$ cat src/rtl/dual_reload_timer.sv
module dual_reload_timer #(
  parameter int DIV_A = 4,
  parameter int DIV_B = 16,
  parameter int DIV_C = 64
) (
  input  logic       clk,
  input  logic       rst_n,
  input  logic       wr_en,
  input  logic [3:0] addr,
  input  logic [7:0] wdata,
  output logic [7:0] rdata,
  input  logic       gate0_in,
  input  logic       gate1_in,
  input  logic       ack0,
  input  logic       ack1,
  output logic       irq0,
  output logic       irq1,
  output logic       ovf_pulse0,
  output logic       ovf_pulse1
);
  localparam int PW = $clog2(DIV_C);
  localparam logic [3:0] A_CTRL = 4'd0, A_MODE = 4'd1, A_CFG = 4'd2,
                         A_T0L = 4'd4, A_T0H = 4'd5, A_R0L = 4'd6, A_R0H = 4'd7,
                         A_T1L = 4'd8, A_T1H = 4'd9, A_R1L = 4'd10, A_R1H = 4'd11;

  logic [PW-1:0] pre_cnt;
  logic [PW:0]   div_n;
  logic [1:0]    div_sel, md0, md1;
  logic          toe0, toe1, gt0, gt1, tr0, tr1, tf0, tf1;
  logic [7:0]    l0, h0, rl0, rh0, l1, h1, rl1, rh1;
  logic [15:0]   c0_nx, c1_nx;
  logic          tick, split, en0, en_h0, en1, ovf0, ovf_h0, ovf1, set0, set1, ctrl_wr;

  always_comb
    case (div_sel)
      2'd0:    div_n = (PW+1)'(DIV_A);
      2'd1:    div_n = (PW+1)'(DIV_B);
      default: div_n = (PW+1)'(DIV_C);
    endcase

  assign tick   = ({1'b0, pre_cnt} >= div_n - 1'b1);
  assign split  = (md0 == 2'd3);
  assign en0    = tick & tr0 & (~gt0 | gate0_in);
  assign en_h0  = tick & tr1 & split;
  assign en1    = tick & (md1 != 2'd3) & (split | tr1) & (~gt1 | gate1_in);
  assign ovf0   = en0 & (md0[1] ? (l0 == 8'hFF) : ({h0, l0} == 16'hFFFF));
  assign ovf_h0 = en_h0 & (h0 == 8'hFF);
  assign ovf1   = en1 & (md1[1] ? (l1 == 8'hFF) : ({h1, l1} == 16'hFFFF));
  assign set0   = ovf0 & ~toe0;
  assign set1   = (split ? ovf_h0 : ovf1) & ~toe1;
  assign ctrl_wr = wr_en & (addr == A_CTRL);

  always_comb begin
    c0_nx = {h0, l0};
    if (en0)
      case (md0)
        2'd0:    c0_nx = ovf0 ? {rh0, rl0} : {h0, l0} + 16'd1;
        2'd1:    c0_nx = {h0, l0} + 16'd1;
        2'd2:    c0_nx[7:0] = ovf0 ? rl0 : l0 + 8'd1;
        default: c0_nx[7:0] = l0 + 8'd1;
      endcase
    if (en_h0) c0_nx[15:8] = h0 + 8'd1;
  end

  always_comb begin
    c1_nx = {h1, l1};
    if (en1)
      case (md1)
        2'd0:    c1_nx = ovf1 ? {rh1, rl1} : {h1, l1} + 16'd1;
        2'd1:    c1_nx = {h1, l1} + 16'd1;
        default: c1_nx[7:0] = ovf1 ? rl1 : l1 + 8'd1;
      endcase
  end

  always_ff @(posedge clk or negedge rst_n)
    if (!rst_n) begin
      pre_cnt <= '0;
      div_sel <= 2'd0; toe0 <= 1'b0; toe1 <= 1'b0;
      md0 <= 2'd0; md1 <= 2'd0; gt0 <= 1'b0; gt1 <= 1'b0;
      tr0 <= 1'b0; tr1 <= 1'b0; tf0 <= 1'b0; tf1 <= 1'b0;
      l0 <= '0; h0 <= '0; rl0 <= '0; rh0 <= '0;
      l1 <= '0; h1 <= '0; rl1 <= '0; rh1 <= '0;
      ovf_pulse0 <= 1'b0; ovf_pulse1 <= 1'b0;
    end else begin
      pre_cnt <= tick ? '0 : pre_cnt + 1'b1;
      {h0, l0} <= c0_nx;
      {h1, l1} <= c1_nx;
      tf0 <= set0 ? 1'b1 : ack0 ? 1'b0 : ctrl_wr ? wdata[5] : tf0;
      tf1 <= set1 ? 1'b1 : ack1 ? 1'b0 : ctrl_wr ? wdata[7] : tf1;
      ovf_pulse0 <= ovf0;
      ovf_pulse1 <= ovf1;
      if (wr_en)
        case (addr)
          A_CTRL: begin tr0 <= wdata[4]; tr1 <= wdata[6]; end
          A_MODE: begin md0 <= wdata[1:0]; gt0 <= wdata[2]; md1 <= wdata[5:4]; gt1 <= wdata[6]; end
          A_CFG:  begin div_sel <= wdata[1:0]; toe0 <= wdata[2]; toe1 <= wdata[3]; end
          A_T0L:  l0 <= wdata;
          A_T0H:  h0 <= wdata;
          A_R0L:  rl0 <= wdata;
          A_R0H:  rh0 <= wdata;
          A_T1L:  l1 <= wdata;
          A_T1H:  h1 <= wdata;
          A_R1L:  rl1 <= wdata;
          A_R1H:  rh1 <= wdata;
          default: ;
        endcase
    end

  always_comb
    case (addr)
      A_CTRL:  rdata = {tf1, tr1, tf0, tr0, 4'b0};
      A_MODE:  rdata = {1'b0, gt1, md1, 1'b0, gt0, md0};
      A_CFG:   rdata = {4'b0, toe1, toe0, div_sel};
      A_T0L:   rdata = l0;
      A_T0H:   rdata = h0;
      A_R0L:   rdata = rl0;
      A_R0H:   rdata = rh0;
      A_T1L:   rdata = l1;
      A_T1H:   rdata = h1;
      A_R1L:   rdata = rl1;
      A_R1H:   rdata = rh1;
      default: rdata = 8'h00;
    endcase

  assign irq0 = tf0;
  assign irq1 = tf1;
endmodule

$ cat config.mk
export PLATFORM = sky130hd
export DESIGN_NAME = dual_reload_timer
export DESIGN_NICKNAME = d
export VERILOG_FILES = /design/src/rtl/dual_reload_timer.sv
export SDC_FILE = /design/constraint.sdc
export NUM_CORES = 1
export LEC_CHECK = 0
export BUFFER_PORTS_ARGS = -buffer_cell sky130_fd_sc_hd__buf_4
export CAP_MARGIN = 20
export CORE_ASPECT_RATIO = 1.5
export CORE_UTILIZATION = 38
export DETAILED_ROUTE_END_ITERATION = 7
export PLACE_DENSITY = 0.53
export SLEW_MARGIN = 5
export SYNTH_ARGS = -nofsm -noshare
export SYNTH_HDL_FRONTEND = slang
export SYNTH_SLANG_ARGS = --single-unit
$ cat constraint.sdc
create_clock -name clk -period 6.1 [get_ports clk]
set_input_delay 0.61 -clock clk [delete_from_list [all_inputs] [get_ports clk]]
set_output_delay 0.61 -clock clk [all_outputs]
set_load 0.02 [all_outputs]
# Word-level counts from Yosys, hierarchy flattened
# Cells that the tools add are included.
[word_totals]
ff_bits = 86
latch_bits = 0
mem_bits_rw = 0
rom_bits = 0
in_bits = 19
out_inout_bits = 12
word_cells = 115
n_memories = 0
[op_classes]
n_addsub = 7
mul = 0
n_div = 0
magnitude_cmp = 1
eq_ne = 21
shifts = 0
muxes = 31
bitwise_logic = 20
n_reduce_logical = 13
[op_table]
columns = ["operator", "count"]
rows = [
  ["$mux W8", 11],
  ["$pmux W8 S11", 1],
  ["$mux W16", 4],
  ["$pmux W8 S2", 3],
  ["$add A16 B1 Y16 const B", 2],
  ["$eq A16 B16 Y1 const B", 2],
  ["$add A8 B1 Y8 const B", 3],
  ["$eq A8 B8 Y1 const B", 3],
  ["$pmux W8 S3", 1],
  ["$eq A4 B3 Y1 const B", 4],
  ["$eq A4 B4 Y1 const B", 4],
  ["$pmux W7 S2", 1],
  ["$reduce_and A2 Y1", 7],
  ["$and A1 B1 Y1", 13],
  ["$mux W1", 9],
  ["$ge A6 B7 Y1", 1],
  ["$sub A7 B1 Y7 const B", 1],
  ["$add A6 B1 Y6 const B", 1],
  ["$eq A2 B1 Y1 const B", 3],
  ["$logic_not A2 Y1", 3],
  ["$mux W6", 1],
  ["$reduce_bool A3 Y1", 2],
  ["$eq A2 B2 Y1 const B", 2],
  ["$eq A4 B1 Y1 const B", 1],
  ["5 further kinds", 10],
]

# Longest topological paths before layout
[logic_depth]
ltp_word = 13
depth_mapped = 10
depth_no_buf = 8

# Worst setup path before layout
# OpenSTA, ideal clock, no wires.
[synth_path]
kind = "input -> output"
start = "in addr[2]"
end = "out rdata[6]"
arrival_ps = 2407
required_time_ps = 5490
path_slack_ps = 3083
path_stages = 9
path_buffers = 3
path_cell_list = "inv_1 > ha_1 > clkbuf_1 > clkbuf_1 > buf_1 > nand3_1 > o21ai_0 > a211oi_1 > a211oi_1"
[synth_between]
elab_chain_len = 2
elab_cells_between_ends = 12
cone_classes = "eq/ne (10); mux (1); reduce/logical (1)"
[synth_lines]
columns = ["item", "line_no", "text"]
rows = [
  ["start: declaration", "9", "input logic [3:0] addr,"],
  ["$eq A4 B4 Y1 (tied with other cells)", "110", "case (addr)"],
  ["$pmux W8 S11 (*)", "110", ""],
  ["end: declaration", "11", "output logic [7:0] rdata,"],
]
# Every way passes the cells marked *; elsewhere a longest branch is shown, timed or not.

# Worst setup path in the final report
[layout_path]
start = "in addr[1]"
end = "out rdata[4]"
# Same word-level chain as after synthesis.

==> impl_metrics.ini <==
[place]
globalplace.congestion = 0.9689
place_area_um2 = 5914
dp_slack_ns = 2.722
dp_hpwl_um = 14500
dp_cells = 811
port_buffers = 30

[clocking]
clk_pin_slew_ns = 0.07
numCtsBuffers = 9
clock-root-buffer = clkbuf_16
cts_tree = built
hold_buffers = 0
cts.sinks = 86
ctsResizeCount = 0
post_cts_buffers = 0
cts_max_path_buffers = 2
insertion_delay_ns = 0.34
htree_levels = 3

[cells_and_area]
drive_gt1_frac = 0.1801
instances_no_fill = 829
diodes = 0
final_cell_area_um2 = 6260
nNetsFinal = 656
fin_util = 0.4309
syn_to_final_growth_pct = 11.03

[global_route]
antenna_found_initial = 0
grt_pass1_wl_um = 30620
grt_max_degree = 51
first_global_vias = 5092
grt-ovfl-total = 0
grt_use_total = 0.2743

[yosys]
synth-seq-cells = 86
synthFlopType = dfrtp_1
syn_inst = 628
synth_edf_count = 0
syn_avg_cell_area_um2 = 8.978
synthArstFlopShare = 1.000
synth_area_um2 = 5638
synth_nets = 656
ys.warnings.count = 0
ys_types = 62
yosysSeqAreaShare = 0.3817

[sta]
hold_viol_final = 0
fmax_mhz = 321.8
timing.final.ws_setup_ns = 2.993
finClkSkew_ns = 0.005793
slew_headroom = 0.3657
period_minus_slack_ns = 3.107
worstMarginPinSlew_ns = 0.9514
setup_viol_count_final = 0
fin_crit_sh = 0.5094
rsz0062_at_grt = false
final-max-slew-violation-count = 0
fin_setup_tns_ns = 0
whs_ns = 0.2360

[worst_hold_path]
holdCritPathClass = in2async

[drt]
via_per_inst = 6.221
drt_first_iter_violations = 374
vias = 5157
totalWireLength_um = 19740
avgRoutedWirePerCell_um = 23.81
drc = 0
ant_nets = 0
dr.pass1.iters = 6

[pwr]
power_mw = 2.331
leakagePower_nw = 2.489
powerDensity_nw_per_um2 = 372.4
ir_worst_vdd_uv = 170.7

[floorplanning]
fp-row-count = 54
die_w_um = 101.5
die_h_um = 151.2
core-area_um2 = 14530
start_util = 0.3881
num_io_pins = 31
dieArea_um2 = 15340

[run_status]
outcome = finished, final reports clean

[setup_path]
crit_slowest_cell = nor2_1
cp-start-kind = input port
critPathMaxStageDelay_ns = 0.46
critical_path.max_fanout = 22
worstSetupPathType = in2out
cp_common_cell = buf_4
cp_data_required_time_ns = 5.49
endpoint_kind = output pin
critical_path.cell_chain = buf_4 -> clkinv_1 -> nor2_1 -> a32oi_1 -> o21ai_0 -> a21oi_1 -> a31oi_1 -> buf_4
critical_path_arrival_ns = 2.50

[job]
max_cap_viol_count = 0
[power breakdown]
part | switching [mW] | total, mW | leakage (nW) | internal, mW
logic | 0.415 | 0.742 | 1.30 | 0.327
clock network | 0.258 | 0.544 | 0.140 | 0.286
registers | 0.308 | 1.04 | 1.05 | 0.737
[registers in the layout (all words and copies together) (netlist names), 6 cells and up]
name / count
rl0: 8
l1: 8
rh0: 8
rl1: 8
pre_cnt: 6
l0: 8
h1: 8
rh1: 8
h0: 8
[Yosys cell counts (all sizes together) (4+ instances only)]
cell	n	share of area
o22ai	5	0.0067
nand2	54	0.036
nand2b	5	0.0055
nor4	11	0.012
mux2	50	0.10
o21a	4	0.0053
o21ai	37	0.033
ha	9	0.020
clkbuf	22	0.015
nand4	15	0.017
and2	5	0.0055
a22oi	9	0.012
dfrtp	86	0.38
a221oi	4	0.0062
inv	21	0.014
a222oi	9	0.016
a211oi	11	0.016
nor3	13	0.012
a31oi	15	0.017
nor2	53	0.035
xor2	8	0.012
a21oi	30	0.027
o211ai	12	0.016
nand3	35	0.032
xnor2	12	0.019
and3	11	0.012
or2	4	0.0044
buf	23	0.022
o31ai	7	0.0093
mux2i	8	0.014
[routing by layer]
metal	up-vias	wire [um]	global-route usage
met2	201	9997	0.4810
met4	0	1076	0.1529
li1	2356	-	-
met5	-	0	0
met1	2549	7779	0.3232
met3	51	882	0.03046
[cell usage in the layout (no fill, tap or decap), types with 7 or more instances in the layout]
master     count
a21oi_1       30
nor2_1        53
nand4_1       15
nand2_1       54
nor3_1        12
and3_1        11
ha_1           9
mux2i_1        8
clkbuf_16      9
nand3_1       34
a22oi_1        9
mux2_2        50
inv_1         21
buf_4         32
o211ai_1      12
a211oi_1       9
nor4_1        11
a222oi_1       9
o21ai_0       35
dfrtp_1       86
a31oi_1       15
xnor2_1       12
xor2_1         8
o31ai_1        7
[critical path: cells and delay by family]
family	cells	cell delay (ns)
compound gates	4	0.60
simple gates	1	0.46
buf+inv	3	0.82
[path summary, 6_finish.rpt]
path / start / endpoint / slack [ns] / depth (start not counted)
max: addr[1] / rdata[4] / 2.99 / 8
min: rst_n / h1[1]$_DFF_PN0_ / 0.24 / 1
max reg2reg: div_sel[1]$_DFFE_PN0P_ / h0[2]$_DFF_PN0_ / 3.38 / 7
min reg2reg: pre_cnt[0]$_DFF_PN0_ / pre_cnt[0]$_DFF_PN0_ / 0.53 / 1
max in group asynchronous: rst_n / l0[4]$_DFF_PN0_ / 4.80 / 2
min in group clk: ack0 / irq0$_DFFE_PN0P_ / 0.43 / 2
[cell families after synthesis]
group	Yosys count	synth area share
xor+xnor	20	0.03107
simple gates	215	0.1846
compound gates	171	0.2088
buf+inv	67	0.05171
mux	60	0.1221
fa+ha+maj	9	0.01997
flops	86	0.3817
[final cells by class]
class | count | area (um^2)
multi-input combinational | 475 | 3194
inverter | 22 | 82.58
clock inverter | 7 | 65.06
fill | 1403 | 8267
sequential | 86 | 2152
timing repair buffer | 34 | 295.3
tap | 196 | 245.2
clock buffer | 9 | 225.2
Note: power is estimated with default switching activity, not from simulation.
